===== config.mk =====
export PLATFORM = sky130hd
export DESIGN_NAME = raster_meter
export DESIGN_NICKNAME = d
export VERILOG_FILES = /design/src/rtl/raster_meter_pkg.sv /design/src/rtl/raster_meter_ctrl.sv /design/src/rtl/raster_meter_path.sv /design/src/rtl/raster_meter.sv
export SDC_FILE = /design/constraint.sdc
export NUM_CORES = 1
export LEC_CHECK = 0
export BUFFER_PORTS_ARGS = -buffer_cell sky130_fd_sc_hd__buf_2
export CAP_MARGIN = 20
export CORE_UTILIZATION = 45
export CTS_CLUSTER_DIAMETER = 40
export DETAILED_ROUTE_END_ITERATION = 7
export PLACE_DENSITY = 0.6
export SLEW_MARGIN = 40
export SYNTH_ARGS = -nofsm -noshare
export SYNTH_HDL_FRONTEND = slang
export SYNTH_SLANG_ARGS = --single-unit

===== constraint.sdc =====
create_clock -name clk -period 3.5 [get_ports clk]
set_clock_uncertainty 0.1 [all_clocks]
set_input_delay 0.175 -clock clk [delete_from_list [all_inputs] [get_ports clk]]
set_output_delay 0.175 -clock clk [all_outputs]
set_load 0.02 [all_outputs]

===== src/rtl/raster_meter_pkg.sv =====
package raster_meter_pkg;

  typedef struct packed {
    logic pixEn;
    logic hStart;
    logic hSyncEnd;
    logic deRise;
    logic deOn;
    logic vStart;
    logic vSyncEnd;
  } rmStrobes_t;

  typedef enum logic [3:0] {
    ADDR_CTRL   = 4'd0,
    ADDR_STATUS = 4'd1,
    ADDR_HTOTAL = 4'd2,
    ADDR_VTOTAL = 4'd3,
    ADDR_WIDTH  = 4'd4,
    ADDR_HEIGHT = 4'd5,
    ADDR_FRAMES = 4'd6,
    ADDR_HFRONT = 4'd7,
    ADDR_HSYNC  = 4'd8,
    ADDR_HBACK  = 4'd9,
    ADDR_VFRONT = 4'd10,
    ADDR_VSYNC  = 4'd11,
    ADDR_VBACK  = 4'd12,
    ADDR_FRATE  = 4'd13,
    ADDR_PRATE  = 4'd14
  } rmAddr_t;

endpackage


===== src/rtl/raster_meter_ctrl.sv =====
module raster_meter_ctrl
  import raster_meter_pkg::*;
#(
  parameter int CNT_W = 24
) (
  input  logic       clk,
  input  logic       rstN,
  input  logic       autoEn,
  input  logic       pixValid,
  input  logic       hsIn,
  input  logic       vsIn,
  input  logic       deIn,
  output rmStrobes_t strobes,
  output logic [1:0] invert
);

  logic [1:0] rawSync, prevRaw, fixedSync, prevFixed;
  logic       prevDe;

  assign rawSync = {vsIn, hsIn};

  // One polarity judge per sync line: compare high and low time over a period
  for (genvar i = 0; i < 2; i++) begin : g_pol
    logic [CNT_W-1:0] hiCnt, loCnt;
    logic             invBit;

    always_ff @(posedge clk or negedge rstN) begin
      if (!rstN) begin
        hiCnt  <= '0;
        loCnt  <= '0;
        invBit <= 1'b0;
      end else begin
        if (!autoEn) invBit <= 1'b0;
        if (pixValid) begin
          if (rawSync[i] && !prevRaw[i]) begin
            if (autoEn) invBit <= (hiCnt > loCnt);
            hiCnt <= CNT_W'(1);
            loCnt <= '0;
          end else if (rawSync[i]) begin
            hiCnt <= hiCnt + 1'b1;
          end else begin
            loCnt <= loCnt + 1'b1;
          end
        end
      end
    end

    assign invert[i]    = invBit;
    assign fixedSync[i] = rawSync[i] ^ invBit;
  end

  always_ff @(posedge clk or negedge rstN) begin
    if (!rstN) begin
      prevRaw   <= '0;
      prevFixed <= '0;
      prevDe    <= 1'b0;
    end else if (pixValid) begin
      prevRaw   <= rawSync;
      prevFixed <= fixedSync;
      prevDe    <= deIn;
    end
  end

  always_comb begin
    strobes.pixEn    = pixValid;
    strobes.hStart   = pixValid &  fixedSync[0] & ~prevFixed[0];
    strobes.hSyncEnd = pixValid & ~fixedSync[0] &  prevFixed[0];
    strobes.vStart   = pixValid &  fixedSync[1] & ~prevFixed[1];
    strobes.vSyncEnd = pixValid & ~fixedSync[1] &  prevFixed[1];
    strobes.deRise   = pixValid &  deIn & ~prevDe;
    strobes.deOn     = pixValid &  deIn;
  end

  AST_INVERT_OFF: assert property (@(posedge clk) disable iff (!rstN)
    !autoEn |=> (invert == 2'b00));

  AST_POLARITY_HOLD: assert property (@(posedge clk) disable iff (!rstN)
    (autoEn && !(pixValid && hsIn && !prevRaw[0])) |=> $stable(invert[0]));

endmodule


===== src/rtl/raster_meter_path.sv =====
module raster_meter_path
  import raster_meter_pkg::*;
#(
  parameter int H_W   = 12,
  parameter int V_W   = 12,
  parameter int REG_W = 32
) (
  input  logic             clk,
  input  logic             rstN,
  input  logic             autoEn,
  input  logic             fieldIn,
  input  rmStrobes_t       st,
  output logic [H_W-1:0]   shHTotal,
  output logic [H_W-1:0]   shHSync,
  output logic [H_W-1:0]   shDeStart,
  output logic [H_W-1:0]   shWidth,
  output logic [V_W-1:0]   shVTotal,
  output logic [V_W-1:0]   shVSync,
  output logic [V_W-1:0]   shVDeStart,
  output logic [V_W-1:0]   shHeight,
  output logic [REG_W-1:0] frameCnt,
  output logic             measValid,
  output logic             interlaced
);

  logic [H_W-1:0] hCnt, hPos, deCnt, wHTotal, wHSync, wDeStart, wDeWidth;
  logic [H_W-1:0] newHTotal, newWidth, prevOffset;
  logic [V_W-1:0] vCnt, curLine, actLines, wVSync, wVDeStart, newHeight;
  logic           lineDe, frameDe, seenStart, prevField;

  assign hPos      = st.hStart ? '0 : hCnt;
  assign curLine   = st.vStart ? '0 : (st.hStart ? vCnt : vCnt - 1'b1);
  assign newHTotal = st.hStart ? hCnt : wHTotal;
  assign newWidth  = (st.hStart && lineDe) ? deCnt : wDeWidth;
  assign newHeight = actLines + V_W'(st.hStart & lineDe);

  // Line-level working counters
  always_ff @(posedge clk or negedge rstN) begin
    if (!rstN) begin
      hCnt <= '0; deCnt <= '0; lineDe <= 1'b0;
      wHTotal <= '0; wHSync <= '0; wDeStart <= '0; wDeWidth <= '0;
    end else if (st.pixEn) begin
      hCnt <= hPos + 1'b1;
      if (st.hStart) begin
        wHTotal <= hCnt;
        lineDe  <= st.deOn;
        deCnt   <= H_W'(st.deOn);
        if (lineDe) wDeWidth <= deCnt;
      end else begin
        if (st.deOn) lineDe <= 1'b1;
        deCnt <= deCnt + H_W'(st.deOn);
      end
      if (st.hSyncEnd) wHSync <= hPos;
      if (st.deRise && (st.hStart || !lineDe)) wDeStart <= hPos;
    end
  end

  // Frame-level counters, snapshot, frame count and interlace judge
  always_ff @(posedge clk or negedge rstN) begin
    if (!rstN) begin
      vCnt <= '0; actLines <= '0; frameDe <= 1'b0; wVSync <= '0; wVDeStart <= '0;
      shHTotal <= '0; shHSync <= '0; shDeStart <= '0; shWidth <= '0;
      shVTotal <= '0; shVSync <= '0; shVDeStart <= '0; shHeight <= '0;
      frameCnt <= '0; measValid <= 1'b0; interlaced <= 1'b0;
      seenStart <= 1'b0; prevOffset <= '0; prevField <= 1'b0;
    end else begin
      if (!autoEn) interlaced <= 1'b0;
      if (st.pixEn) begin
        if (st.deRise && (st.vStart || !frameDe)) wVDeStart <= curLine;
        if (st.vSyncEnd) wVSync <= vCnt;
        if (st.vStart) begin
          vCnt       <= V_W'(st.hStart);
          actLines   <= '0;
          frameDe    <= st.deOn;
          shHTotal   <= newHTotal;
          shWidth    <= newWidth;
          shHSync    <= wHSync;
          shDeStart  <= wDeStart;
          shVTotal   <= vCnt;
          shHeight   <= newHeight;
          shVSync    <= wVSync;
          shVDeStart <= wVDeStart;
          measValid  <= seenStart && (newHTotal == shHTotal) && (vCnt == shVTotal);
          if (seenStart) frameCnt <= frameCnt + 1'b1;
          seenStart  <= 1'b1;
          interlaced <= autoEn && seenStart &&
                        ((hPos != prevOffset) || (fieldIn != prevField));
          prevOffset <= hPos;
          prevField  <= fieldIn;
        end else begin
          if (st.deOn) frameDe <= 1'b1;
          if (st.hStart) begin
            vCnt     <= vCnt + 1'b1;
            actLines <= actLines + V_W'(lineDe);
          end
        end
      end
    end
  end

  AST_FRAME_STEP: assert property (@(posedge clk) disable iff (!rstN)
    !st.vStart |=> $stable(frameCnt));

  AST_SNAPSHOT_HOLD: assert property (@(posedge clk) disable iff (!rstN)
    !st.vStart |=> ($stable(shHTotal) && $stable(shVTotal) &&
                    $stable(shWidth) && $stable(shHeight)));

  AST_VALID_MATCH: assert property (@(posedge clk) disable iff (!rstN)
    $rose(measValid) |-> ((shHTotal == $past(shHTotal)) &&
                          (shVTotal == $past(shVTotal))));

  AST_INTERLACE_OFF: assert property (@(posedge clk) disable iff (!rstN)
    !autoEn |=> !interlaced);

endmodule


===== src/rtl/raster_meter.sv =====
module raster_meter
  import raster_meter_pkg::*;
#(
  parameter int          H_W           = 12,
  parameter int          V_W           = 12,
  parameter int          REG_W         = 32,
  parameter int unsigned WIN_TICKS     = 100_000_000,
  parameter bit          EXT_TELEMETRY = 1'b1,
  parameter bit          RATE_EN       = 1'b1
) (
  input  logic             clk,
  input  logic             rstN,
  input  logic             pixValid,
  input  logic             hsIn,
  input  logic             vsIn,
  input  logic             deIn,
  input  logic             fieldIn,
  input  logic             refTick,
  input  logic [3:0]       regAddr,
  input  logic             regWr,
  input  logic [REG_W-1:0] regWrData,
  output logic [REG_W-1:0] regRdData
);

  localparam int CNT_W = H_W + V_W;
  localparam int WIN_W = $clog2(WIN_TICKS + 1);

  rmStrobes_t       strobes;
  logic [1:0]       invert;
  logic             autoEn, measValid, interlaced;
  logic [H_W-1:0]   shHTotal, shHSync, shDeStart, shWidth, hFront, hSyncOut, hBack;
  logic [V_W-1:0]   shVTotal, shVSync, shVDeStart, shHeight, vFront, vSyncOut, vBack;
  logic [REG_W-1:0] frameCnt, pixRate, frameRate;

  always_ff @(posedge clk or negedge rstN) begin
    if (!rstN)                                      autoEn <= 1'b0;
    else if (regWr && (regAddr == ADDR_CTRL))       autoEn <= regWrData[0];
  end

  raster_meter_ctrl #(.CNT_W(CNT_W)) u_ctrl (
    .clk(clk), .rstN(rstN), .autoEn(autoEn), .pixValid(pixValid),
    .hsIn(hsIn), .vsIn(vsIn), .deIn(deIn), .strobes(strobes), .invert(invert)
  );

  raster_meter_path #(.H_W(H_W), .V_W(V_W), .REG_W(REG_W)) u_path (
    .clk(clk), .rstN(rstN), .autoEn(autoEn), .fieldIn(fieldIn), .st(strobes),
    .shHTotal(shHTotal), .shHSync(shHSync), .shDeStart(shDeStart), .shWidth(shWidth),
    .shVTotal(shVTotal), .shVSync(shVSync), .shVDeStart(shVDeStart), .shHeight(shHeight),
    .frameCnt(frameCnt), .measValid(measValid), .interlaced(interlaced)
  );

  if (EXT_TELEMETRY) begin : g_ext
    assign hFront   = shHTotal - shDeStart - shWidth;
    assign hSyncOut = shHSync;
    assign hBack    = shDeStart - shHSync;
    assign vFront   = shVTotal - shVDeStart - shHeight;
    assign vSyncOut = shVSync;
    assign vBack    = shVDeStart - shVSync;
  end else begin : g_noext
    assign hFront = '0; assign hSyncOut = '0; assign hBack = '0;
    assign vFront = '0; assign vSyncOut = '0; assign vBack = '0;
  end

  if (RATE_EN) begin : g_rate
    logic [WIN_W-1:0] tickCnt;
    logic [REG_W-1:0] pixAcc, frmAcc;
    logic             winEnd;

    assign winEnd = refTick && (tickCnt == WIN_W'(WIN_TICKS - 1));

    always_ff @(posedge clk or negedge rstN) begin
      if (!rstN) begin
        tickCnt <= '0; pixAcc <= '0; frmAcc <= '0; pixRate <= '0; frameRate <= '0;
      end else begin
        if (refTick) tickCnt <= winEnd ? '0 : tickCnt + 1'b1;
        pixAcc <= winEnd ? REG_W'(pixValid)       : pixAcc + REG_W'(pixValid);
        frmAcc <= winEnd ? REG_W'(strobes.vStart) : frmAcc + REG_W'(strobes.vStart);
        if (winEnd) begin
          pixRate   <= pixAcc;
          frameRate <= frmAcc;
        end
      end
    end

    AST_RATE_HOLD: assert property (@(posedge clk) disable iff (!rstN)
      !winEnd |=> ($stable(pixRate) && $stable(frameRate)));
  end else begin : g_norate
    assign pixRate   = '0;
    assign frameRate = '0;
  end

  always_comb begin
    case (rmAddr_t'(regAddr))
      ADDR_CTRL:   regRdData = REG_W'(autoEn);
      ADDR_STATUS: regRdData = REG_W'({invert, interlaced, measValid});
      ADDR_HTOTAL: regRdData = REG_W'(shHTotal);
      ADDR_VTOTAL: regRdData = REG_W'(shVTotal);
      ADDR_WIDTH:  regRdData = REG_W'(shWidth);
      ADDR_HEIGHT: regRdData = REG_W'(shHeight);
      ADDR_FRAMES: regRdData = frameCnt;
      ADDR_HFRONT: regRdData = REG_W'(hFront);
      ADDR_HSYNC:  regRdData = REG_W'(hSyncOut);
      ADDR_HBACK:  regRdData = REG_W'(hBack);
      ADDR_VFRONT: regRdData = REG_W'(vFront);
      ADDR_VSYNC:  regRdData = REG_W'(vSyncOut);
      ADDR_VBACK:  regRdData = REG_W'(vBack);
      ADDR_FRATE:  regRdData = frameRate;
      ADDR_PRATE:  regRdData = pixRate;
      default:     regRdData = '0;
    endcase
  end

endmodule


==> results.json, run 1 <==
{
  "drive_above_1_share": 0.135,
  "p_total_uw": 25700,
  "synth_warnings": 0,
  "synth_edf_count": 0,
  "status": "finished with violations",
  "ctsLongestPathBuffers": 3,
  "endpoint": "regRdData[11]",
  "ys.flop_type": "dfrtp_1",
  "drtAntennaViolNets": 0,
  "worst_hold_slack_ns": 0.187,
  "vdd_ir_drop_max_mv": 0.440,
  "die_height_um": 253,
  "synth.top_cell.area_share": 0.462,
  "cp_slowest_cell": "fa_1",
  "r2r_slack_ns": 0.35,
  "critical_path_class": "reg2out",
  "num_io_pins": 77,
  "route.detailed.drc": 4,
  "synth.area.top_cells": "dfrtp_1 (46%), nand2_1 (7.8%), xnor2_1 (5.2%)",
  "cp_common_cell": "o211ai_1",
  "via_per_inst": 5.53,
  "slowest_delay_ns": 0.57,
  "syn-cell-area_mm2": 0.0285,
  "instances_no_fill": 4142,
  "worst_pin_slew_ns": 0.893,
  "cts_sinks": 525,
  "syn_area_per_cell_um2": 9.14,
  "fin_crit_ns": 3.67,
  "required_ns": 3.22,
  "core_mm2": 0.0621,
  "place_ws_ns": 0.182,
  "grt_max_degree": 111,
  "hold_violations": 0,
  "antenna_found_initial": 6,
  "synthCells": 3114,
  "path_depth": 11,
  "totalWireLength_mm": 79.6,
  "rows": 91,
  "max_cap_violations": 0,
  "synth.distinct_cells": 74,
  "hpwl_mm": 57.0,
  "violations": "DRC, setup timing",
  "timing.rr.end": "g_rate.frmAcc[28]",
  "cts_made_buffers": 94,
  "hold_path.class": "in2reg",
  "relSlewSlack": 0.403,
  "drv_slew": 0,
  "drt_pre_antenna_iters": 8,
  "grt_pass1_vias": 22560,
  "period_share": 1.05,
  "synthArstFlopShare": 1.00,
  "via_count": 22909,
  "setup_viol": 6,
  "fillers": 5500,
  "portBuffers": 45,
  "arrival_ns": 3.39,
  "clock_latency_ns": 0.65,
  "grt_pass1_wl_mm": 126,
  "fin_ws_ns": -0.168,
  "crit_fanout": 2,
  "startpoint_type": "register",
  "multi_input_area_mm2": 0.0145,
  "rsz0062_at_grt": "true",
  "grt_usage": 0.252,
  "gp_congestion": 0.973,
  "crit_start": "u_path.shHTotal[0]",
  "synth_seq_area_share": 0.462,
  "power_leakage_uw": 0.0160,
  "fmax_ghz": 0.273,
  "placed_cells": 3932,
  "fin_nets": 3410,
  "endpoint_kind": "primary output",
  "crit_family": "compound AO/OA/AOI/OAI gates",
  "path_cells": "fa_1 -> inv_1 -> ha_2 -> o211ai_1 -> a21oi_1 -> and3b_2 -> a21oi_4 -> a31o_4 -> xnor2_4 -> o211ai_1 -> buf_4",
  "grt-ovfl-total": 0,
  "synth_common_cells": "nand2_1 (590), dfrtp_1 (525), nor2_1 (270)",
  "die_area_mm2": 0.0643,
  "drtIter0Drc": 2023,
  "dieWidth_um": 253,
  "wire_per_inst_um": 19.2,
  "yosysTopAreaCell": "dfrtp_1",
  "cts_max_level": 3,
  "cts_root_buf": "clkbuf_16",
  "syn_nets": 3298,
  "syn_to_final_growth_pct": 19.6,
  "r2r_start": "u_ctrl.g_pol[1].invBit",
  "post-synth-top-count-cell": "nand2_1",
  "clk_pin_slew_worst_paths_ns": 0.05,
  "start_util": 0.459,
  "synth-seq-cells": 525,
  "seqCellArea_mm2": 0.0131,
  "r2r_cells": 10,
  "tritoncts": "built",
  "path_buf_inv": 2,
  "p_per_area_mw_per_mm2": 756
}
worst min path at each step:
stage             from               end  depth (start not counted)
2_1_floorplan     rstN            autoEn                          0
3_3_place_gp      rstN    u_path.hCnt[2]                          1
3_5_place_dp      rstN    u_path.hCnt[2]                          1
4_1_cts           rstN    u_path.hCnt[0]                          2
5_1_grt        fieldIn  u_path.prevField                          4
6_report       fieldIn  u_path.prevField                          4
flip-flops by register name, summed over array words and instances (netlist names), 27 cells and up:
register and count:
u_ctrl.g_pol.hiCnt 48, pixRate 32, g_rate.tickCnt 27, g_rate.pixAcc 32
frameRate 32, u_ctrl.g_pol.loCnt 48, u_path.frameCnt 32, g_rate.frmAcc 32
area by class of cell:
type,instances,area share
Sequential cell,525,0.386
Multi-Input combinational cell,2268,0.426
Clock buffer,103,0.0725
Inverter,189,0.0209
Timing Repair Buffer,148,0.0362
Clock inverter,71,0.0268
Tap cell,837,0.0308
Antenna cell,1,0.0000735
what timing repair did:
item	in CTS	in global routing
pin swaps	38	29
setup endpoints to repair	7	7
setup buffers	15	9
hold buffers	9	1
resized for setup	74	22
endpoints found under the hold margin	110	31
logic make-up after synthesis:
family	share of synthesized area
AOI/OAI and AO/OA	0.105
xor gates and xnor gates	0.0905
adders and majority gates	0.0674
buffers and inverters	0.0434
DFF	0.462
muxes	0.0254
and+or+nand+nor	0.207
layer usage:
layer  up-vias  share of wire  track usage  wire length [um]
met4        10          0.022       0.0651              1720
met3       132          0.061       0.0526              4830
li1      10833              -            -                 -
met5         -        0.00078            0                62
met2       604           0.46        0.395             36700
met1     11330           0.46        0.354             36300
metrics by stage:
stage | util | cell area [um^2] | TNS, ns
after global placement | 0.482 | 29900 | 0
after detailed placement | 0.482 | 29900 | 0
after global routing | 0.548 | 34000 | -1.43
after floorplan | - | 28500 | 0
after CTS | 0.545 | 33800 | -0.605
final | 0.548 | 34000 | -0.608
tightest hold or removal path, cell delays in order:
cell and delay (ns):
dlygate4sd3_1 0.52, buf_2 0.11, nand2_1 0.05, nand2_1 0.05
power breakdown:
group          switching (uW)  internal, uW  total, uW  leakage, uW
registers                 792          6780       7570      0.00711
clock network            3440          6170       9620      0.00163
logic                    4680          3870       8550      0.00723
total                    8910         16800      25700       0.0160
cells in the final DEF (no fill, tap or decap), types with 32 or more instances in the layout:
cell / n
a21oi_1: 87
and3_1: 49
buf_2: 37
buf_4: 84
clkbuf_16: 95
dfrtp_1: 519
ha_1: 100
inv_1: 178
mux2_2: 42
nand2_1: 589
nand3_1: 110
nand4_1: 74
nor2_1: 268
nor3_1: 32
o21ai_0: 172
xnor2_1: 164
xor2_1: 125
Note: power is estimated with default switching activity, not from simulation.
==> inputs of run 2 (changes only) <==
--- a/config.mk
+++ b/config.mk
@@ -10,8 +10,10 @@
 export CORE_UTILIZATION = 45
 export CTS_CLUSTER_DIAMETER = 40
 export DETAILED_ROUTE_END_ITERATION = 7
+export GPL_TIMING_DRIVEN = 0
 export PLACE_DENSITY = 0.6
 export SLEW_MARGIN = 40
 export SYNTH_ARGS = -nofsm -noshare
 export SYNTH_HDL_FRONTEND = slang
+export SYNTH_HIERARCHICAL = 1
 export SYNTH_SLANG_ARGS = --single-unit
==> results.json, run 2 <==
{
  "final_cell_mix": "dfrtp_1 (493), nand2_1 (466), nor2_1 (253)",
  "startpoint_type": "register",
  "syn-cell-area_mm2": 0.0297,
  "setup_tns_ns": -1.19,
  "hold_violations": 0,
  "placed_cells": 4022,
  "hold_path.class": "in2async",
  "ys.flop_type": "dfrtp_1",
  "post-synth-top-count-cell": "dfrtp_1",
  "synthCells": 3114,
  "tritoncts": "built",
  "synth_seq_area_share": 0.442,
  "postPlaceCellArea_mm2": 0.0312,
  "critical_path_class": "reg2out",
  "fillers": 5727,
  "drt_pre_antenna_iters": 8,
  "wire_per_inst_um": 21.1,
  "die_area_mm2": 0.0671,
  "synthArstFlopShare": 1.00,
  "max_cap_violations": 0,
  "grt_usage": 0.270,
  "start_util": 0.458,
  "cts_max_level": 3,
  "rows": 93,
  "fin_nets": 3479,
  "power_frac_seq": 0.290,
  "syn_area_per_cell_um2": 9.54,
  "synth.area.top_cells": "dfrtp_1 (44%), nand2_1 (5.9%), xnor2_1 (5.2%)",
  "worst_pin_slew_ns": 0.790,
  "gp_congestion": 0.978,
  "violations": "setup timing",
  "setup_viol": 7,
  "synth_common_cells": "dfrtp_1 (525), nand2_1 (467), nor2_1 (256)",
  "syn_nets": 3298,
  "antenna_found_initial": 1,
  "fin_ws_ns": -0.307,
  "arrival_ns": 3.53,
  "netSwitchingFraction": 0.360,
  "multi_input_area_mm2": 0.0157,
  "endpoint_kind": "primary output",
  "drtIter0Drc": 2023,
  "power.internal_uw": 17300,
  "route.detailed.drc": 0,
  "grt_max_degree": 74,
  "dieWidth_um": 259,
  "clk_pin_slew_worst_paths_ns": 0.06,
  "ctsLongestPathBuffers": 3,
  "reg_top3": "u_ctrl/g_pol.hiCnt: 48 flops, u_ctrl/g_pol.loCnt: 48 flops",
  "clock_latency_ns": 0.63,
  "grt_pass1_wl_mm": 140,
  "cts_root_buf": "clkbuf_16",
  "yosysTopAreaCell": "dfrtp_1",
  "final_common_cell": "dfrtp_1",
  "synth.top_cell.area_share": 0.442,
  "instances_no_fill": 4228,
  "totalWireLength_mm": 89.0,
  "grt-ovfl-total": 0,
  "worst_hold_slack_ns": 0.0320,
  "hpwl_mm": 66.7,
  "rsz0062_at_grt": "true",
  "p_per_area_mw_per_mm2": 761,
  "via_per_inst": 5.63,
  "num_io_pins": 77,
  "required_ns": 3.22,
  "portBuffers": 44,
  "fin_crit_ns": 3.81,
  "switchingPower_uw": 9710,
  "status": "finished with violations",
  "core_mm2": 0.0648,
  "power_leakage_uw": 0.0163,
  "drtAntennaViolNets": 0,
  "cts_made_buffers": 91,
  "via_count": 23824,
  "synth_warnings": 6,
  "finalInstanceArea_mm2": 0.0354,
  "cts_sinks": 525,
  "seqCellArea_mm2": 0.0132,
  "relSlewSlack": 0.472,
  "combPwrFrac": 0.357,
  "period_share": 1.09,
  "synth-seq-cells": 525,
  "drv_slew": 0,
  "synth.distinct_cells": 87,
  "clkPwrFrac": 0.352,
  "synth_edf_count": 0,
  "die_height_um": 259,
  "grt_pass1_vias": 23586,
  "syn_to_final_growth_pct": 19.3,
  "fmax_ghz": 0.263,
  "vdd_ir_drop_max_mv": 0.541,
  "crit_fanout": 4,
  "drive_above_1_share": 0.159
}
run 2: timing repair:
action                                  in CTS  in global routing
hold endpoints to repair                   283                  0
setup buffers                               17                 11
pin swaps                                   30                 23
gates resized for setup                    112                 32
hold buffers                                 9                  0
endpoints found under the setup margin       9                 18
run 2: cell families (layout without fill, tap and decap cells):
| group | after synthesis | count (layout) | share of synthesized area |
|---|---|---|---|
| and+or+nand+nor | 1215 | 1215 | 0.196 |
| DFF | 525 | 525 | 0.442 |
| AOI/OAI and AO/OA | 474 | 474 | 0.103 |
| buffers and inverters | 329 | 587 | 0.0484 |
| xor gates and xnor gates | 287 | 287 | 0.0846 |
| muxes | 145 | 145 | 0.0613 |
| adders and majority gates | 139 | 139 | 0.0646 |
| other | 0 | 1 | 0 |
run 2: per-stage QoR:
stage          utilization  setup WS (ns)  power, uW
2_1_floorplan            -          0.651      13100
3_3_place_gp         0.478          -8.73      15400
5_1_grt              0.547         -0.469      28300
6_report             0.547         -0.307      27000
3_5_place_dp         0.482        -0.0757      15600
4_1_cts              0.544         -0.288      26600
run 2: layout make-up:
class / count / share of cell area
diodes: 1 / 0.0000706
plain buffers: 138 / 0.0204
clock buffers: 104 / 0.0691
clock inverters: 66 / 0.0247
inverters: 191 / 0.0203
multi-input cells: 2260 / 0.442
flip-flops and latches: 525 / 0.372
well taps: 855 / 0.0302
repair buffers: 88 / 0.0210
run 2: worst paths after layout:
check                                             from                 to  slack, ns  cells after the start
min in group clk                               fieldIn   u_path/prevField       0.24                      4
worst max register to register  u_ctrl/g_pol[1].invBit  g_rate.frmAcc[26]       0.23                     12
worst max-delay path                 u_path/shWidth[6]      regRdData[10]      -0.31                     10
worst min-delay path                              rstN  u_path/shVSync[6]       0.03                      2
worst min register to register        u_path/wVSync[5]  u_path/shVSync[5]       0.36                      2
max in group asynchronous                         rstN        pixRate[20]       1.83                      5
run 2: metal layers:
metal  share of wire  track usage  routed length (um)
met5               0            0                   0
met4           0.033       0.0942                2980
met3           0.058       0.0505                5160
met2            0.45        0.412               39800
met1            0.46        0.384               41100
run 2: critical path, cell delays in order, from the launching register on:
cell and delay [ns]:
dfrtp_2 0.46, inv_1 0.10, fa_1 0.46, ha_4 0.29, a21oi_2 0.17, o21ai_1 0.12, a221oi_2 0.37, xnor2_2 0.19
a221oi_2 0.34, o211ai_1 0.18, buf_4 0.21
run 2: power by group through the flow:
stage	sequential (uW)	combinational, uW	clock, uW
finish	7830	9630	9510
global route	7940	10400	9940
CTS	7820	9080	9660
detailed placement	7940	7640	0
global placement	7920	7470	0
floorplan	7520	5560	0
